File: config.mk
export PLATFORM = sky130hd
export DESIGN_NAME = sercfg_port
export DESIGN_NICKNAME = d
export VERILOG_FILES = /design/src/rtl/sercfg_pkg.sv /design/src/rtl/sercfg_sync.sv /design/src/rtl/sercfg_shift.sv /design/src/rtl/sercfg_hold.sv /design/src/rtl/sercfg_port.sv
export SDC_FILE = /design/constraint.sdc
export NUM_CORES = 1
export LEC_CHECK = 0
export ABC_AREA = 1
export BUFFER_PORTS_ARGS = -buffer_cell sky130_fd_sc_hd__buf_4
export CAP_MARGIN = 20
export CORE_MARGIN = 8
export CORE_UTILIZATION = 40
export CTS_CLUSTER_SIZE = 8
export DETAILED_ROUTE_END_ITERATION = 6
export PLACE_DENSITY_LB_ADDON = 0.25
export SETUP_SLACK_MARGIN = 0.4
export SYNTH_ARGS = -nofsm -noshare
export SYNTH_HDL_FRONTEND = slang
export SYNTH_SLANG_ARGS = --single-unit
File: constraint.sdc
create_clock -name clk -period 1.2 [get_ports clk]
set_input_delay 0 -clock clk [delete_from_list [all_inputs] [get_ports clk]]
set_output_delay 0 -clock clk [all_outputs]
set_load 0.005 [all_outputs]
File: src/rtl/sercfg_pkg.sv
package sercfg_pkg;

    localparam int WORD_W = 20;

    // Packed so that bit positions match the serial word, MSB = wake bit.
    typedef struct packed {
        logic       awake;
        logic       test_mode;
        logic       int_mixed;
        logic       range_sel;
        logic       ph_pol;
        logic       en_pol;
        logic       ext_slow;
        logic       sr_en;
        logic       sr_passive;
        logic [3:0] fast_code;
        logic [4:0] off_code;
        logic [1:0] blank_code;
    } cfg_fields_t;

endpackage

File: src/rtl/sercfg_sync.sv
module sercfg_sync #(
    parameter int           N       = 3,
    parameter int           STAGES  = 2,
    parameter logic [N-1:0] RST_VAL = '0
) (
    input  logic         clk,
    input  logic         rst_n,
    input  logic [N-1:0] din,
    output logic [N-1:0] lvl,
    output logic [N-1:0] rise,
    output logic [N-1:0] fall
);

    typedef struct packed {
        logic [STAGES-1:0][N-1:0] pipe;
        logic [N-1:0]             prev;
    } sync_st_t;

    sync_st_t st_d, st_q;

    always_comb begin
        st_d         = st_q;
        st_d.pipe[0] = din;
        for (int s = 1; s < STAGES; s++) begin
            st_d.pipe[s] = st_q.pipe[s-1];
        end
        st_d.prev = st_q.pipe[STAGES-1];
    end

    always_ff @(posedge clk or negedge rst_n) begin
        if (!rst_n) begin
            st_q.pipe <= {STAGES{RST_VAL}};
            st_q.prev <= RST_VAL;
        end else begin
            st_q <= st_d;
        end
    end

    assign lvl  = st_q.pipe[STAGES-1];
    assign rise = lvl & ~st_q.prev;
    assign fall = ~lvl & st_q.prev;

endmodule

File: src/rtl/sercfg_shift.sv
module sercfg_shift #(
    parameter int W = 20
) (
    input  logic         clk,
    input  logic         rst_n,
    input  logic         clr,
    input  logic         sclk_rise,
    input  logic         sdata,
    input  logic         strb_lvl,
    input  logic         strb_fall,
    input  logic         strb_rise,
    output logic [W-1:0] word,
    output logic         load
);

    localparam int              CNT_W    = $clog2(W + 2);
    localparam logic [CNT_W-1:0] CNT_FULL = CNT_W'(W);
    localparam logic [CNT_W-1:0] CNT_OVER = CNT_W'(W + 1);

    typedef struct packed {
        logic [W-1:0]     sreg;
        logic [CNT_W-1:0] cnt;
    } shift_st_t;

    shift_st_t st_d, st_q;

    always_comb begin
        st_d = st_q;
        if (clr) begin
            st_d.sreg = '0;
            st_d.cnt  = '0;
        end else if (strb_fall) begin
            st_d.cnt = '0;
        end else if (sclk_rise && !strb_lvl) begin
            st_d.sreg = {st_q.sreg[W-2:0], sdata};
            if (st_q.cnt != CNT_OVER) begin
                st_d.cnt = st_q.cnt + 1'b1;
            end
        end
    end

    always_ff @(posedge clk or negedge rst_n) begin
        if (!rst_n) begin
            st_q <= '0;
        end else begin
            st_q <= st_d;
        end
    end

    assign word = st_q.sreg;
    assign load = strb_rise && !clr && (st_q.cnt == CNT_FULL);

    AST_IDLE_NO_SHIFT: assert property (@(posedge clk) disable iff (!rst_n)
        (strb_lvl && !clr) |=> $stable(st_q.sreg));

    AST_CLR_ABORTS: assert property (@(posedge clk) disable iff (!rst_n)
        clr |=> !load);

endmodule

File: src/rtl/sercfg_hold.sv
module sercfg_hold
    import sercfg_pkg::*;
#(
    parameter int W = WORD_W
) (
    input  logic         clk,
    input  logic         rst_n,
    input  logic         clr,
    input  logic         load,
    input  logic [W-1:0] word_in,
    output cfg_fields_t  fields
);

    typedef struct packed {
        logic [W-1:0] hold;
    } hold_st_t;

    hold_st_t st_d, st_q;

    always_comb begin
        st_d = st_q;
        if (clr) begin
            st_d.hold = '0;
        end else if (load) begin
            st_d.hold = word_in;
        end
    end

    always_ff @(posedge clk or negedge rst_n) begin
        if (!rst_n) begin
            st_q <= '0;
        end else begin
            st_q <= st_d;
        end
    end

    assign fields = cfg_fields_t'(st_q.hold);

    AST_HOLD_QUIET: assert property (@(posedge clk) disable iff (!rst_n)
        (!load && !clr) |=> $stable(fields));

    AST_CLR_ZERO: assert property (@(posedge clk) disable iff (!rst_n)
        clr |=> (fields == '0));

endmodule

File: src/rtl/sercfg_port.sv
module sercfg_port
    import sercfg_pkg::*;
#(
    parameter int SYNC_STAGES = 2
) (
    input  logic       clk,
    input  logic       rst_n,
    input  logic       uvlo,
    input  logic       ser_clk,
    input  logic       ser_data,
    input  logic       ser_strobe,
    output logic [1:0] blank_code,
    output logic [4:0] off_code,
    output logic [3:0] fast_code,
    output logic       sr_passive,
    output logic       sr_en,
    output logic       ext_slow,
    output logic       en_pol,
    output logic       ph_pol,
    output logic       range_sel,
    output logic       int_mixed,
    output logic       test_mode,
    output logic       sleep
);

    localparam int LINES   = 3;
    localparam int IDX_CLK = 0;
    localparam int IDX_DAT = 1;
    localparam int IDX_STB = 2;

    logic [LINES-1:0] lvl, rise, fall;
    logic [WORD_W-1:0] shifted;
    logic             load;
    cfg_fields_t      fields;
    logic             unused_edges;

    sercfg_sync #(
        .N       (LINES),
        .STAGES  (SYNC_STAGES),
        .RST_VAL (3'b100)
    ) sync_i (
        .clk   (clk),
        .rst_n (rst_n),
        .din   ({ser_strobe, ser_data, ser_clk}),
        .lvl   (lvl),
        .rise  (rise),
        .fall  (fall)
    );

    assign unused_edges = ^{rise[IDX_DAT], fall[IDX_DAT], fall[IDX_CLK], lvl[IDX_CLK]};

    sercfg_shift #(
        .W (WORD_W)
    ) shift_i (
        .clk       (clk),
        .rst_n     (rst_n),
        .clr       (uvlo),
        .sclk_rise (rise[IDX_CLK]),
        .sdata     (lvl[IDX_DAT]),
        .strb_lvl  (lvl[IDX_STB]),
        .strb_fall (fall[IDX_STB]),
        .strb_rise (rise[IDX_STB]),
        .word      (shifted),
        .load      (load)
    );

    sercfg_hold #(
        .W (WORD_W)
    ) hold_i (
        .clk     (clk),
        .rst_n   (rst_n),
        .clr     (uvlo),
        .load    (load),
        .word_in (shifted),
        .fields  (fields)
    );

    assign blank_code = fields.blank_code;
    assign off_code   = fields.off_code;
    assign fast_code  = fields.fast_code;
    assign sr_passive = fields.sr_passive;
    assign sr_en      = fields.sr_en;
    assign ext_slow   = fields.ext_slow;
    assign en_pol     = fields.en_pol;
    assign ph_pol     = fields.ph_pol;
    assign range_sel  = fields.range_sel;
    assign int_mixed  = fields.int_mixed;
    assign test_mode  = fields.test_mode;
    assign sleep      = ~fields.awake;

    AST_UVLO_SLEEP: assert property (@(posedge clk) disable iff (!rst_n)
        uvlo |=> sleep);

    AST_LOAD_ON_STROBE: assert property (@(posedge clk) disable iff (!rst_n)
        load |-> (lvl[IDX_STB] && !uvlo));

endmodule

## Word level (Yosys, flattened, before mapping)

Index checks and enable logic that the tools add are counted.

| operators by class | value |
|---|---|
| add/sub/neg operators | 1 |
| equal/unequal tests | 3 |
| muxes and demuxes | 7 |
| bitwise gates (word level) | 5 |
| reductions and logical operators | 11 |

Operators with widths:

| operator | number |
|---|---|
| 20-bit two-way mux | 3 |
| 25-bit two-way mux | 2 |
| 5-bit two-way mux | 2 |
| 3-bit AND | 2 |
| 3-bit inverter | 2 |
| 3-bit nonzero test | 2 |
| 5-bit by 1-bit adder with 5-bit output, second input constant | 1 |
| 5-bit == test, second input constant | 1 |
| 5-bit inequality test, second input constant | 1 |
| 2-bit AND reduction | 2 |
| 2-bit nonzero test | 2 |
| 1-bit logical AND | 3 |
| 1-bit logical NOT | 2 |
| 2-bit inequality test, second input constant | 1 |
| 1-bit inverter | 1 |

| storage, ports and cells | value |
|---|---|
| register bits | 54 |
| input bits | 6 |
| output and inout port bits | 20 |
| word-level logic and storage cells | 33 |

## Depth between registers and ports, before layout

Gate-level depths: netlist (run 1).

| depth | value |
|---|---|
| depth in word-level cells | 6 |
| mapped depth | 9 |
| mapped depth without buffers | 9 |

## Modules after synthesis

A second synthesis (run 1) with hierarchy kept.

| unflattened totals | value |
|---|---|
| cell total of the unflattened synthesis | 261 |
| area total of the unflattened synthesis | 2,496.1 um^2 |

Modules (own cells, without submodules):

| module | instances | cells each | area an instance (um^2) | seq. area each (um^2) |
|---|---|---|---|---|
| sercfg_shift | 1 | 148 | 1,402.6 | 625.6 |
| sercfg_hold | 1 | 88 | 793.3 | 500.5 |
| sercfg_sync | 1 | 24 | 296.5 | 229.0 |
| sercfg_port | 1 | 1 | 3.8 | 0.0 |

## Worst setup path before layout (run 1)

No wires, ideal clock.

| timing path | value |
|---|---|
| path kind | register -> register |
| start | reg sync_i.st_q (netlist bit sync_i.lvl[2]) |
| end | reg hold_i.st_q (netlist bit hold_i.fields[0]) |
| setup time | 119 ps |
| data arrival time | 1,139 ps |
| required time | 1,081 ps |
| slack | -58 ps |
| cell stages (with the launch flop) | 7 |
| path buffers | 1 |
| period minus slack after synthesis | 1,258 ps |
| path through | dfstp_2 inv_1 nor2_2 nand4_4 buf_6 nand3_1 o21ai_2 |

| on the way | value |
|---|---|
| word-level cells in the longest chain between the ends | 4 |

Ends and longest elaborated chain:

| element | RTL line | RTL |
|---|---|---|
| start: declaration | sercfg_sync.sv:19 | `sync_st_t st_d, st_q;` |
| start signal: assignment | sercfg_sync.sv:35 | `st_q <= st_d;` |
| 3-bit AND | sercfg_sync.sv:40 | `assign rise = lvl & ~st_q.prev;` |
| 1-bit logical AND (2 in series) | sercfg_shift.sv:51 | `assign load = strb_rise && !clr && (st_q.cnt == CNT_FULL);` |
| 2-bit nonzero test (no source line) | -- |  |
| end signal: assignment | sercfg_hold.sv:33 | `st_q <= st_d;` |
| end: declaration | sercfg_hold.sv:18 | `hold_st_t st_d, st_q;` |

Every way passes these cells.
A chain may end at the register's enable or synchronous reset.

## Worst setup path after layout (run 1)

| timing path | value |
|---|---|
| start | reg sync_i.st_q (netlist bit sync_i.lvl[2]) |
| end | reg hold_i.st_q (netlist bit hold_i.fields[17]) |

The elaborated chain is that of the path after synthesis.

==> tab_implementation.tex, run 1 <==
\begin{tabular}{lr}
\hline
Metric & Value \\
\hline
\multicolumn{2}{l}{\textbf{Status}} \\
\quad Result of the run & finished, violations left \\
\quad Failing checks & setup timing \\
\multicolumn{2}{l}{\textbf{Timing}} \\
\quad Worst-case headroom to the max-slew limit & 68.3\% \\
\quad Final slew viol count & 0 \\
\quad Final Skew & 0.0123 ns \\
\quad Highest Clock Rate & 705 MHz \\
\quad RSZ-0062 raised after global routing & true \\
\quad Final hold violation count & 0 \\
\quad Actual slew at the worst max-slew pin & 0.474 ns \\
\quad Post-route fraction of the period consumed by the critical path & 118\% \\
\quad Final Setup Violations & 45 \\
\quad Final worst-path setup slack & -0.218 ns \\
\quad Minimum clock period after layout & 1.42 ns \\
\multicolumn{2}{l}{\textbf{Global route}} \\
\quad Initial antenna violation count & 0 \\
\quad Final global-route overflow total & 0 \\
\quad Wire length of the first global-routing pass & 9.15 mm \\
\quad Global-route total usage across every layer & 12.7\% \\
\quad Maximum number of pins on one net before global-route repair & 28 \\
\quad Via count of the first global-routing pass & 1973 \\
\multicolumn{2}{l}{\textbf{CTS}} \\
\quad Number of sinks on the clock net & 53 \\
\quad Clock latency at the later pin of the worst-skew pair & 0.31 ns \\
\quad Clock input transition at the sequential cells of the worst setup and hold paths & 0.10 ns \\
\quad CTS Root Buffer Type & sky130\_fd\_sc\_hd\_\_clkbuf\_8 \\
\quad Total clock buffers created by CTS & 5 \\
\quad Depth of the CTS H-tree & 2 \\
\quad Maximum clock insertion buffer count & 2 \\
\quad CTS tree & built \\
\multicolumn{2}{l}{\textbf{Route}} \\
\quad Total wire length & 4.96 mm \\
\quad Average routed wire per standard cell & 12.5 um \\
\quad Routed Antenna Nets & 0 \\
\quad Violation count after the first detailed-route iteration & 100 \\
\quad Vias per Instance & 4.60 \\
\quad DRC violations left & 0 \\
\quad 1st-pass router iterations & 4 \\
\quad Count of vias placed by the detailed router & 1827 \\
\multicolumn{2}{l}{\textbf{Worst setup path}} \\
\quad Minimum setup slack among reg-to-reg paths & -0.22 ns \\
\quad Type of destination of the critical path & flip-flop \\
\quad Type of origin of the critical path & flip-flop \\
\quad Arrival time worst endpoint & 1.61 ns \\
\quad Critical Path Fanout Max & 8 \\
\quad Startpoint of the lowest-slack register-to-register path & sync\_i.lvl[2] \\
\quad Worst Reg-to-Reg Cells & 8 \\
\quad Critical path class & flip-flop to flip-flop \\
\quad Capturing point of the worst reg2reg path & hold\_i.fields[17] \\
\quad Req. time, crit path & 1.40 ns \\
\multicolumn{2}{l}{\textbf{Yosys}} \\
\quad Average cell area after synthesis & 9.34 um2 \\
\quad Post-synth cell types & 24 \\
\quad Sequential cell area fraction in the yosys report & 53.6\% \\
\quad YS warnings & 0 \\
\quad Synth Cell Area & 2480 um2 \\
\quad Number of storage elements in the synthesis netlist & 53 \\
\quad Synthesized instance count & 266 \\
\quad Syn Nets & 275 \\
\multicolumn{2}{l}{\textbf{Cells and area}} \\
\quad Most frequent cells in the layout & 50 x sky130\_fd\_sc\_hd\_\_dfrtp\_1, 44 x sky130\_fd\_sc\_hd\_\_inv\_1, 37 x sky130\_fd\_sc\_hd\_\_buf\_4 \\
\quad Growth of design area from synthesis to finish & 36.4\% \\
\quad ANT cells & 0 \\
\quad Non-Filler Instances & 397 \\
\quad Layout cell share with drive strength beyond 1 & 43.5\% \\
\quad Number of filler instances in the final layout & 523 \\
\quad Final \#Nets & 330 \\
\quad Final core utilization & 56.9\% \\
\quad Leading cell type in the layout, fill and taps excluded & sky130\_fd\_sc\_hd\_\_dfrtp\_1 \\
\multicolumn{2}{l}{\textbf{Die}} \\
\quad \# rows & 28 \\
\quad DIE AREA & 8990 um2 \\
\quad Starting density of the core & 41.7\% \\
\quad Placeable core region & 5960 um2 \\
\quad Top-Level Pins & 26 \\
\quad Die W & 94.8 um \\
\quad Die height & 94.8 um \\
\multicolumn{2}{l}{\textbf{Placed design}} \\
\quad HPWL Detailed & 2.97 mm \\
\quad Weighted congestion at the end of routability-driven global placement & 0.740 \\
\quad Cell total after placement & 356 \\
\quad I/O Buffers & 25 \\
\multicolumn{2}{l}{\textbf{Power}} \\
\quad Power per standard cell area & 903 nW/um2 \\
\quad Worst supply voltage drop on vdd & 0.000383 V \\
\quad Static Leakage & 1.51 nW \\
\multicolumn{2}{l}{\textbf{Flow run}} \\
\quad Max-cap check violation count & 0 \\
\multicolumn{2}{l}{\textbf{Min path}} \\
\quad Hold Crit Class & input pin to async pin \\
\hline
\end{tabular}
-- worst max-delay path, cell delays in order, from the launching register on --
cell,delay (ns)
sky130_fd_sc_hd__dfstp_2,0.56
sky130_fd_sc_hd__inv_4,0.03
sky130_fd_sc_hd__buf_6,0.11
sky130_fd_sc_hd__nor2_4,0.09
sky130_fd_sc_hd__nand4_4,0.10
sky130_fd_sc_hd__buf_12,0.17
sky130_fd_sc_hd__buf_12,0.14
sky130_fd_sc_hd__nand3_2,0.06
sky130_fd_sc_hd__o21ai_2,0.05
-- worst max path at each step --
stage	from	endpoint	cells past startpoint
2_1_floorplan	sync_i.lvl[2]	hold_i.fields[19]	6
3_3_place_gp	sync_i.st_q[0]	shift_i.word[4]	4
3_5_place_dp	sync_i.st_q[0]	shift_i.word[8]	4
4_1_cts	sync_i.lvl[2]	hold_i.fields[17]	8
5_1_grt	sync_i.lvl[2]	shift_i.st_q[1]	9
6_report	sync_i.lvl[2]	hold_i.fields[17]	8
-- synth_stat cells (all sizes together) --
library cell | instances | area [um2]
dfrtp | 50 | 1250
inv | 48 | 180
o21ai | 44 | 295
nand2 | 33 | 124
nor2 | 31 | 144
nand3 | 23 | 125
buf | 22 | 168
dfstp | 3 | 78.8
ha | 3 | 37.5
nand4 | 3 | 33.8
a21oi | 2 | 10.0
clkbuf | 1 | 5.00
nand3b | 1 | 20.0
nor3 | 1 | 5.00
or2 | 1 | 6.26
-- cell families (layout without fill, tap and decap cells) --
kind of cell / Yosys count / after routing / share of synthesized area (%)
compound gates: 46 / 46 / 12.3
fa+ha+maj: 3 / 3 / 1.51
buf+inv: 71 / 126 / 14.2
flops: 53 / 53 / 53.6
simple gates: 93 / 94 / 18.4
-- power breakdown --
group	switching, W	internal [W]
clock	0.000589	0.000412
sequential	0.0000203	0.00181
combinational	0.000135	0.0000918
-- sequential cells by signal, indices dropped and copies added (netlist names) --
register       flops
hold_i.fields     20
shift_i.word      20
shift_i.st_q       5
sync_i.lvl         3
sync_i.st_d        3
sync_i.st_q        2
-- final cells by class --
| cell class | count | area [um2] | area share [%] |
|---|---|---|---|
| Multi-Input combinational cell | 143 | 967 | 28.6 |
| Inverter | 48 | 185 | 5.47 |
| Sequential cell | 53 | 1330 | 39.3 |
| Tap cell | 75 | 93.8 | 2.77 |
| Clock inverter | 2 | 15.0 | 0.443 |
| Clock buffer | 6 | 72.6 | 2.14 |
| Timing Repair Buffer | 70 | 723 | 21.4 |
-- routing by layer --
metal  track usage, %  vias up  share of wire [%]  routed length, um
met4             3.64        0                1.1                 57
met1             15.5      866                 44               2180
li1                 -      930                  -                  -
met3             2.46        7                3.8                187
met2             22.2       24                 51               2530
met5                0        -                  0                  0
-- metrics by stage --
stage / hold WS, ns / cell area, um2 / setup TNS [ns] / total power (W) / worst slack, ns
2_1_floorplan: -0.296 / 2630 / 0 / 0.00195 / 0.00571
3_3_place_gp: -0.0471 / 2830 / -8.94 / 0.00205 / -0.256
3_5_place_dp: -0.0455 / 2830 / -9.99 / 0.00205 / -0.299
4_1_cts: 0.160 / 3380 / -6.84 / 0.00310 / -0.215
5_1_grt: 0.190 / 3390 / -10.09 / 0.00319 / -0.277
6_report: 0.150 / 3390 / -6.26 / 0.00306 / -0.218
-- what timing repair did --
item	4_1_cts	5_1_grt
endpoints found under the setup margin	65	65
hold buffers	4	0
resized for setup	39	2
buffers inserted	25	0
endpoints found under the hold margin	56	0
gates cloned	4	0
pin swaps	8	6
Note: power is estimated with default switching activity, not from simulation.
==> inputs of run 2 (changes only) <==
- CORE_MARGIN: 8 -> default
- CORE_UTILIZATION: 40 -> 52
- TNS_END_PERCENT: default -> 20
==> run 2 against run 1 <==
  * The run still ends with setup timing left
  * Global-route usage rose by 6.3 points
  * Non-clock buffer count fell by 22
  * Count of clock-buffer cells in the layout did not move
==> tab_implementation.tex, run 2 (synthesis results as in run 1) <==
\begin{tabular}{lr}
\hline
Metric & Value \\
\hline
\multicolumn{2}{l}{\textbf{Timing}} \\
\quad Minimum clock period after layout & 1.28 ns (-0.135 ns) \\
\quad RSZ-0062 raised after global routing & true \\
\quad Worst hold slack across all endpoints & 0.0590 ns (-0.0908 ns) \\
\quad Final worst-path setup slack & -0.0837 ns (+0.135 ns) \\
\quad Final slew viol count & 0 (unchanged) \\
\quad Post-route fraction of the period consumed by the critical path & 107\% (-11 points) \\
\quad Final Setup Violations & 25 (-44\%) \\
\quad Highest Clock Rate & 779 MHz (+10\%) \\
\quad Actual slew at the worst max-slew pin & 0.400 ns (-0.0742 ns) \\
\quad Final hold violation count & 0 (unchanged) \\
\quad Final Skew & 0.00332 ns (-0.00901 ns) \\
\quad Worst-case headroom to the max-slew limit & 73.3\% (+5.0 points) \\
\multicolumn{2}{l}{\textbf{Global route}} \\
\quad Maximum number of pins on one net before global-route repair & 31 (+11\%) \\
\quad Wire length of the first global-routing pass & 7.47 mm (-18\%) \\
\quad Via count of the first global-routing pass & 1637 (-17\%) \\
\quad Final global-route overflow total & 0 (unchanged) \\
\quad Initial antenna violation count & 0 (unchanged) \\
\quad Global-route total usage across every layer & 19.0\% (+6.3 points) \\
\multicolumn{2}{l}{\textbf{Die}} \\
\quad DIE AREA & 5060 um2 (-44\%) \\
\quad Placeable core region & 4470 um2 (-25\%) \\
\quad Die W & 71.1 um (-25\%) \\
\quad \# rows & 24 (-14\%) \\
\quad Top-Level Pins & 26 (unchanged) \\
\quad Die height & 71.1 um (-25\%) \\
\quad Starting density of the core & 55.5\% (+14 points) \\
\multicolumn{2}{l}{\textbf{Route}} \\
\quad 1st-pass router iterations & 6 (+2) \\
\quad Total wire length & 4.50 mm (-9.3\%) \\
\quad Count of vias placed by the detailed router & 1746 (-4.4\%) \\
\quad Vias per Instance & 4.90 (+6.6\%) \\
\quad Routed Antenna Nets & 0 (unchanged) \\
\quad DRC violations left & 0 (unchanged) \\
\quad Average routed wire per standard cell & 12.6 um (+1.2\%) \\
\quad Violation count after the first detailed-route iteration & 141 (+41\%) \\
\multicolumn{2}{l}{\textbf{Cells and area}} \\
\quad Most frequent cells in the layout & 50 x sky130\_fd\_sc\_hd\_\_dfrtp\_1, 43 x sky130\_fd\_sc\_hd\_\_inv\_1, 34 x sky130\_fd\_sc\_hd\_\_buf\_4 \\
\quad Leading cell type in the layout, fill and taps excluded & sky130\_fd\_sc\_hd\_\_dfrtp\_1 \\
\quad Final \#Nets & 312 (-5.5\%) \\
\quad Non-Filler Instances & 356 (-10\%) \\
\quad Register Area & 1330 um2 (unchanged) \\
\quad Final core utilization & 68.9\% (+12 points) \\
\quad Layout cell share with drive strength beyond 1 & 39.8\% (-3.7 points) \\
\quad Number of filler instances in the final layout & 328 (-37\%) \\
\quad ANT cells & 0 (unchanged) \\
\quad Multi-input gate area in the final layout & 990 um2 (+2.3\%) \\
\quad Post-route design area & 3080 um2 (-8.9\%) \\
\quad Growth of design area from synthesis to finish & 24.2\% \\
\multicolumn{2}{l}{\textbf{CTS}} \\
\quad Clock input transition at the sequential cells of the worst setup and hold paths & 0.09 ns (about the same) \\
\quad Maximum clock insertion buffer count & 2 (unchanged) \\
\quad CTS tree & built \\
\quad Total clock buffers created by CTS & 5 (unchanged) \\
\quad Clock latency at the later pin of the worst-skew pair & 0.29 ns (-0.02 ns) \\
\quad CTS Root Buffer Type & sky130\_fd\_sc\_hd\_\_clkbuf\_8 \\
\quad Number of sinks on the clock net & 53 (unchanged) \\
\quad Depth of the CTS H-tree & 2 (unchanged) \\
\multicolumn{2}{l}{\textbf{Flow run}} \\
\quad Max-cap check violation count & 0 (unchanged) \\
\multicolumn{2}{l}{\textbf{Placed design}} \\
\quad I/O Buffers & 25 (unchanged) \\
\quad Placement-stage worst setup slack & -0.248 ns (+0.0515 ns) \\
\quad Weighted congestion at the end of routability-driven global placement & 0.806 (+8.9\%) \\
\quad Cell total after placement & 335 (-5.9\%) \\
\quad HPWL Detailed & 2.83 mm (-4.5\%) \\
\quad Cell area after placement & 2810 um2 (-0.71\%) \\
\multicolumn{2}{l}{\textbf{Worst setup path}} \\
\quad Type of destination of the critical path & flip-flop \\
\quad Capturing point of the worst reg2reg path & shift\_i.st\_q[2] \\
\quad Req. time, crit path & 1.38 ns (-0.02 ns) \\
\quad Critical Path Fanout Max & 7 (-1) \\
\quad Critical path class & flip-flop to flip-flop \\
\quad Minimum setup slack among reg-to-reg paths & -0.08 ns (+0.13 ns) \\
\quad Startpoint of the lowest-slack register-to-register path & sync\_i.lvl[2] \\
\quad Arrival time worst endpoint & 1.46 ns (-0.15 ns) \\
\quad Worst Reg-to-Reg Cells & 6 (-2) \\
\quad Type of origin of the critical path & flip-flop \\
\multicolumn{2}{l}{\textbf{Power}} \\
\quad Comb pwr share & 7.8\% (+0.4 points) \\
\quad Part of the total power dissipated in the clock network & 31.5\% (-1.2 points) \\
\quad Share of total power in sequential cells & 60.7\% (+0.9 points) \\
\quad Reported net switching power & 0.000704 W (-5.5\%) \\
\quad Power per standard cell area & 977 nW/um2 (+8.2\%) \\
\quad Int Power & 0.00231 W (-0.21\%) \\
\quad Static Leakage & 1.36 nW (-10\%) \\
\quad Worst supply voltage drop on vdd & 0.000474 V (+24\%) \\
\quad Sw frac & 23.4\% (-0.98 points) \\
\multicolumn{2}{l}{\textbf{Min path}} \\
\quad Hold Crit Class & input pin to flip-flop \\
\quad Endpoint of the worst hold-timing path & shift\_i.st\_q[0] \\
\quad HP Start & uvlo \\
\quad Instance count along the most critical hold path & 4 \\
\multicolumn{2}{l}{\textbf{Status}} \\
\quad Failing checks & setup timing \\
\quad Result of the run & finished, violations left \\
\hline
\end{tabular}
==> run 2: timing repair <==
action | CTS | global route
gates cloned | 1 | 4
pin swaps | 2 | 11
hold buffers | 4 | 0
resized for setup | 9 | 28
setup buffers | 0 | 4
setup endpoints to repair | 65 | 65
hold endpoints to repair | 53 | 0
==> run 2: worst max-delay path by stage <==
stage | startpoint | endpoint | slack [ns] | cells after the start
after detailed placement | sync_i.lvl[2] | shift_i.word[11] | -0.25 | 4
after CTS | shift_i.st_q[1] | hold_i.fields[12] | -0.09 | 6
after global placement | sync_i.lvl[2] | shift_i.word[0] | -0.17 | 5
final | sync_i.lvl[2] | shift_i.st_q[2] | -0.08 | 6
after floorplan | sync_i.lvl[2] | hold_i.fields[19] | 0.006 | 6
after global routing | shift_i.st_q[0] | shift_i.st_q[2] | -0.15 | 6
==> run 2: layer usage <==
layer  track usage [%]  up-vias  share of wire [%]
li1                  -      899                  -
met1              24.4      814                 44
met2              32.8       27                 53
met3              3.56        6                2.4
met4              6.00        0                1.3
met5                 0        -                  0
==> run 2: power by group through the flow <==
| stage | combinational (W) | clock (W) | sequential, W |
|---|---|---|---|
| floorplan | 0.0000849 | 0 | 0.00186 |
| global placement | 0.000185 | 0 | 0.00186 |
| detailed placement | 0.000186 | 0 | 0.00186 |
| CTS | 0.000203 | 0.000976 | 0.00183 |
| global route | 0.000261 | 0.00104 | 0.00183 |
| finish | 0.000236 | 0.000949 | 0.00183 |
==> run 2: worst max-delay path, cell delays in order (launching register included) <==
cell                       delay [ns]
sky130_fd_sc_hd__dfstp_2         0.56
sky130_fd_sc_hd__inv_4           0.06
sky130_fd_sc_hd__nand3b_4        0.17
sky130_fd_sc_hd__buf_4           0.16
sky130_fd_sc_hd__o21ai_4         0.06
sky130_fd_sc_hd__nand2_1         0.06
sky130_fd_sc_hd__o21ai_0         0.08
==> run 2: layout make-up <==
cell class              instances  share of cell area [%]
clock buffers                   6                    2.35
clock inverters                 2                   0.325
inverters                      48                    5.92
multi-input cells             147                    32.1
flip-flops and latches         53                    43.1
well taps                      52                    2.11
repair buffers                 48                    14.1
==> run 2: per-stage QoR <==
step           setup TNS, ns  total power [W]
2_1_floorplan              0          0.00194
3_3_place_gp           -4.52          0.00204
3_5_place_dp           -5.44          0.00205
4_1_cts                -2.21          0.00301
5_1_grt                -3.53          0.00314
6_report               -1.70          0.00301
==> inputs of run 3 (changes only) <==
- clock period: 1.2 -> 1.18 ns (I/O delays scaled with it)
==> run 3 against run 2 <==
  * The flow finishes with violations (DRC, setup timing)
  * Combinational power fell by 6%
  * Clock skew rose by 0.0018 ns
  * Die area did not move
  * Sequential power barely moved
  * Flip-flop and latch count did not move
  * Wire length fell by 5.4%
  * Clock power rose by 3.4%
  * Setup slack got worse by 0.018 ns
  * Sequential share of layout area rose by 1.0 points
  * Largest cell class unchanged
  * Largest power group unchanged
==> tab_implementation.tex, run 3 (synthesis results as in run 1) <==
\begin{tabular}{lr}
\hline
Metric & Value \\
\hline
\multicolumn{2}{l}{\textbf{Route}} \\
\quad 1st-pass router iterations & 7 (+1) \\
\quad Average routed wire per standard cell & 12.2 um (-3.8\%) \\
\quad Violation count after the first detailed-route iteration & 132 (-6.4\%) \\
\quad DRC violations left & 1 (+1) \\
\quad Routed Antenna Nets & 0 (unchanged) \\
\quad Count of vias placed by the detailed router & 1716 (-1.7\%) \\
\quad Total wire length & 4.26 mm (-5.4\%) \\
\quad Vias per Instance & 4.90 (about the same) \\
\multicolumn{2}{l}{\textbf{Cells and area}} \\
\quad Final core utilization & 67.4\% (-1.6 points) \\
\quad Final \#Nets & 306 (-1.9\%) \\
\quad Leading cell type in the layout, fill and taps excluded & sky130\_fd\_sc\_hd\_\_dfrtp\_1 \\
\quad Layout cell share with drive strength beyond 1 & 37.6\% (-2.2 points) \\
\quad Multi-input gate area in the final layout & 956 um2 (-3.4\%) \\
\quad ANT cells & 0 (unchanged) \\
\quad Number of filler instances in the final layout & 351 (+7.0\%) \\
\quad Growth of design area from synthesis to finish & 21.4\% \\
\quad Most frequent cells in the layout & 49 x sky130\_fd\_sc\_hd\_\_dfrtp\_1, 44 x sky130\_fd\_sc\_hd\_\_inv\_1, 32 x sky130\_fd\_sc\_hd\_\_nand2\_1, 32 x sky130\_fd\_sc\_hd\_\_buf\_4, 25 x sky130\_fd\_sc\_hd\_\_nor2\_1 \\
\quad Register Area & 1330 um2 (about the same) \\
\multicolumn{2}{l}{\textbf{Worst setup path}} \\
\quad Critical Path Fanout Max & 22 (+15) \\
\quad Arrival time worst endpoint & 1.48 ns (+0.02 ns) \\
\quad Critical path class & flip-flop to flip-flop \\
\quad Req. time, crit path & 1.38 ns (about the same) \\
\quad Type of destination of the critical path & flip-flop \\
\quad Type of origin of the critical path & flip-flop \\
\multicolumn{2}{l}{\textbf{Timing}} \\
\quad Minimum clock period after layout & 1.28 ns (-0.00231 ns) \\
\quad Final slew viol count & 0 (unchanged) \\
\quad Final hold violation count & 0 (unchanged) \\
\quad Post-Route Setup TNS & -2.66 ns (-0.961 ns) \\
\quad Post-route fraction of the period consumed by the critical path & 109\% (+1.6 points) \\
\quad Final Skew & 0.00514 ns (+0.00182 ns) \\
\quad Final Setup Violations & 34 (+36\%) \\
\quad Final worst-path setup slack & -0.101 ns (-0.0177 ns) \\
\quad Actual slew at the worst max-slew pin & 0.426 ns (+0.0258 ns) \\
\quad Worst-case headroom to the max-slew limit & 71.6\% (-1.8 points) \\
\quad Worst hold slack across all endpoints & 0.0304 ns (-0.0286 ns) \\
\quad Highest Clock Rate & 780 MHz (+0.18\%) \\
\quad RSZ-0062 raised after global routing & true \\
\multicolumn{2}{l}{\textbf{CTS}} \\
\quad Clock input transition at the sequential cells of the worst setup and hold paths & 0.09 ns (about the same) \\
\quad Clock latency at the later pin of the worst-skew pair & 0.31 ns (+0.02 ns) \\
\quad Number of sinks on the clock net & 53 (unchanged) \\
\quad Depth of the CTS H-tree & 2 (unchanged) \\
\quad CTS tree & built \\
\quad Maximum clock insertion buffer count & 2 (unchanged) \\
\quad Total clock buffers created by CTS & 5 (unchanged) \\
\quad CTS Root Buffer Type & sky130\_fd\_sc\_hd\_\_clkbuf\_8 \\
\multicolumn{2}{l}{\textbf{Die}} \\
\quad Die height & 71.1 um (unchanged) \\
\quad DIE AREA & 5060 um2 (unchanged) \\
\quad Starting density of the core & 55.5\% (unchanged) \\
\quad Placeable core region & 4470 um2 (unchanged) \\
\quad Die W & 71.1 um (unchanged) \\
\quad \# rows & 24 (unchanged) \\
\quad Top-Level Pins & 26 (unchanged) \\
\multicolumn{2}{l}{\textbf{Status}} \\
\quad Result of the run & finished, violations left \\
\quad Failing checks & DRC, setup timing \\
\multicolumn{2}{l}{\textbf{Placed design}} \\
\quad I/O Buffers & 25 (unchanged) \\
\quad Weighted congestion at the end of routability-driven global placement & 0.838 (+3.9\%) \\
\quad HPWL Detailed & 2.85 mm (+0.60\%) \\
\multicolumn{2}{l}{\textbf{Global route}} \\
\quad Final global-route overflow total & 0 (unchanged) \\
\quad Maximum number of pins on one net before global-route repair & 30 (-3.2\%) \\
\quad Via count of the first global-routing pass & 1717 (+4.9\%) \\
\quad Wire length of the first global-routing pass & 7.53 mm (+0.92\%) \\
\quad Initial antenna violation count & 0 (unchanged) \\
\quad Global-route total usage across every layer & 19.4\% (+0.35 points) \\
\multicolumn{2}{l}{\textbf{Flow run}} \\
\quad Max-cap check violation count & 0 (unchanged) \\
\multicolumn{2}{l}{\textbf{Power}} \\
\quad Overall power of the completed layout & 0.00306 W (+1.7\%) \\
\quad Static Leakage & 1.32 nW (-2.5\%) \\
\quad Worst supply voltage drop on vdd & 0.000675 V (+42\%) \\
\quad Power per standard cell area & 1020 nW/um2 (+4.0\%) \\
\multicolumn{2}{l}{\textbf{Min path}} \\
\quad Hold Crit Class & input pin to flip-flop \\
\hline
\end{tabular}
[run 3: cell types whose count changed in the layout (fill, tap and decap cells not counted), sizes merged]
cell,previous run,this run
buf,44,40
nor2,36,34
[run 3: metrics by stage]
step | instances | worst slack [ns] | instance area (um2)
2_1_floorplan | 266 | -0.0143 | 2580
3_3_place_gp | 334 | -0.197 | 2810
3_5_place_dp | 334 | -0.264 | 2810
4_1_cts | 347 | -0.110 | 2980
5_1_grt | 350 | -0.169 | 3010
6_report | 350 | -0.101 | 3010
[run 3: area by class of cell]
class / instances / area share, %
Clock inverter: 2 / 0.332
Clock buffer: 6 / 2.41
Timing Repair Buffer: 44 / 13.2
Multi-Input combinational cell: 145 / 31.7
Sequential cell: 53 / 44.2
Inverter: 48 / 6.06
Tap cell: 52 / 2.16
[run 3: timing repair]
action / in CTS / in global routing
cloned: 1 / 2
hold buffers: 4 / 0
setup buffers: 0 / 1
hold endpoints to repair: 56 / 0
pin swaps: 2 / 2
endpoints found under the setup margin: 65 / 65
resized for setup: 13 / 7
[run 3: final timing paths]
check	endpoint	start	depth (start not counted)	slack [ns]
setup / recovery	hold_i.fields[10]	sync_i.lvl[2]	6	-0.10
hold / removal	shift_i.st_q[2]	uvlo	4	0.03
setup reg to reg	hold_i.fields[10]	sync_i.lvl[2]	6	-0.10
hold reg to reg	sync_i.lvl[0]	sync_i.st_d[6]	0	0.36
max in group asynchronous	hold_i.fields[6]	rst_n	3	0.58
min in group asynchronous	shift_i.st_q[4]	rst_n	2	0.14
[run 3: metal layers]
layer  global-route usage [%]  wire (um)
met5                        0          0
met4                     10.4        126
met3                     3.42         95
met2                     33.0       2060
met1                     23.5       1980
[run 3: worst max-delay path, cell delays in order, from the launching register on]
cell and delay (ns):
sky130_fd_sc_hd__dfstp_2 0.56, sky130_fd_sc_hd__inv_4 0.05, sky130_fd_sc_hd__nor2_4 0.12, sky130_fd_sc_hd__nand4_4 0.11, sky130_fd_sc_hd__buf_12 0.19, sky130_fd_sc_hd__nand3_2 0.07
sky130_fd_sc_hd__o21ai_2 0.05
[run 3: power breakdown]
| group | internal (W) | total [W] | switching [W] |
|---|---|---|---|
| Clock | 0.000412 | 0.000981 | 0.000568 |
| Combinational | 0.0000878 | 0.000223 | 0.000136 |
| Sequential | 0.00184 | 0.00186 | 0.0000179 |
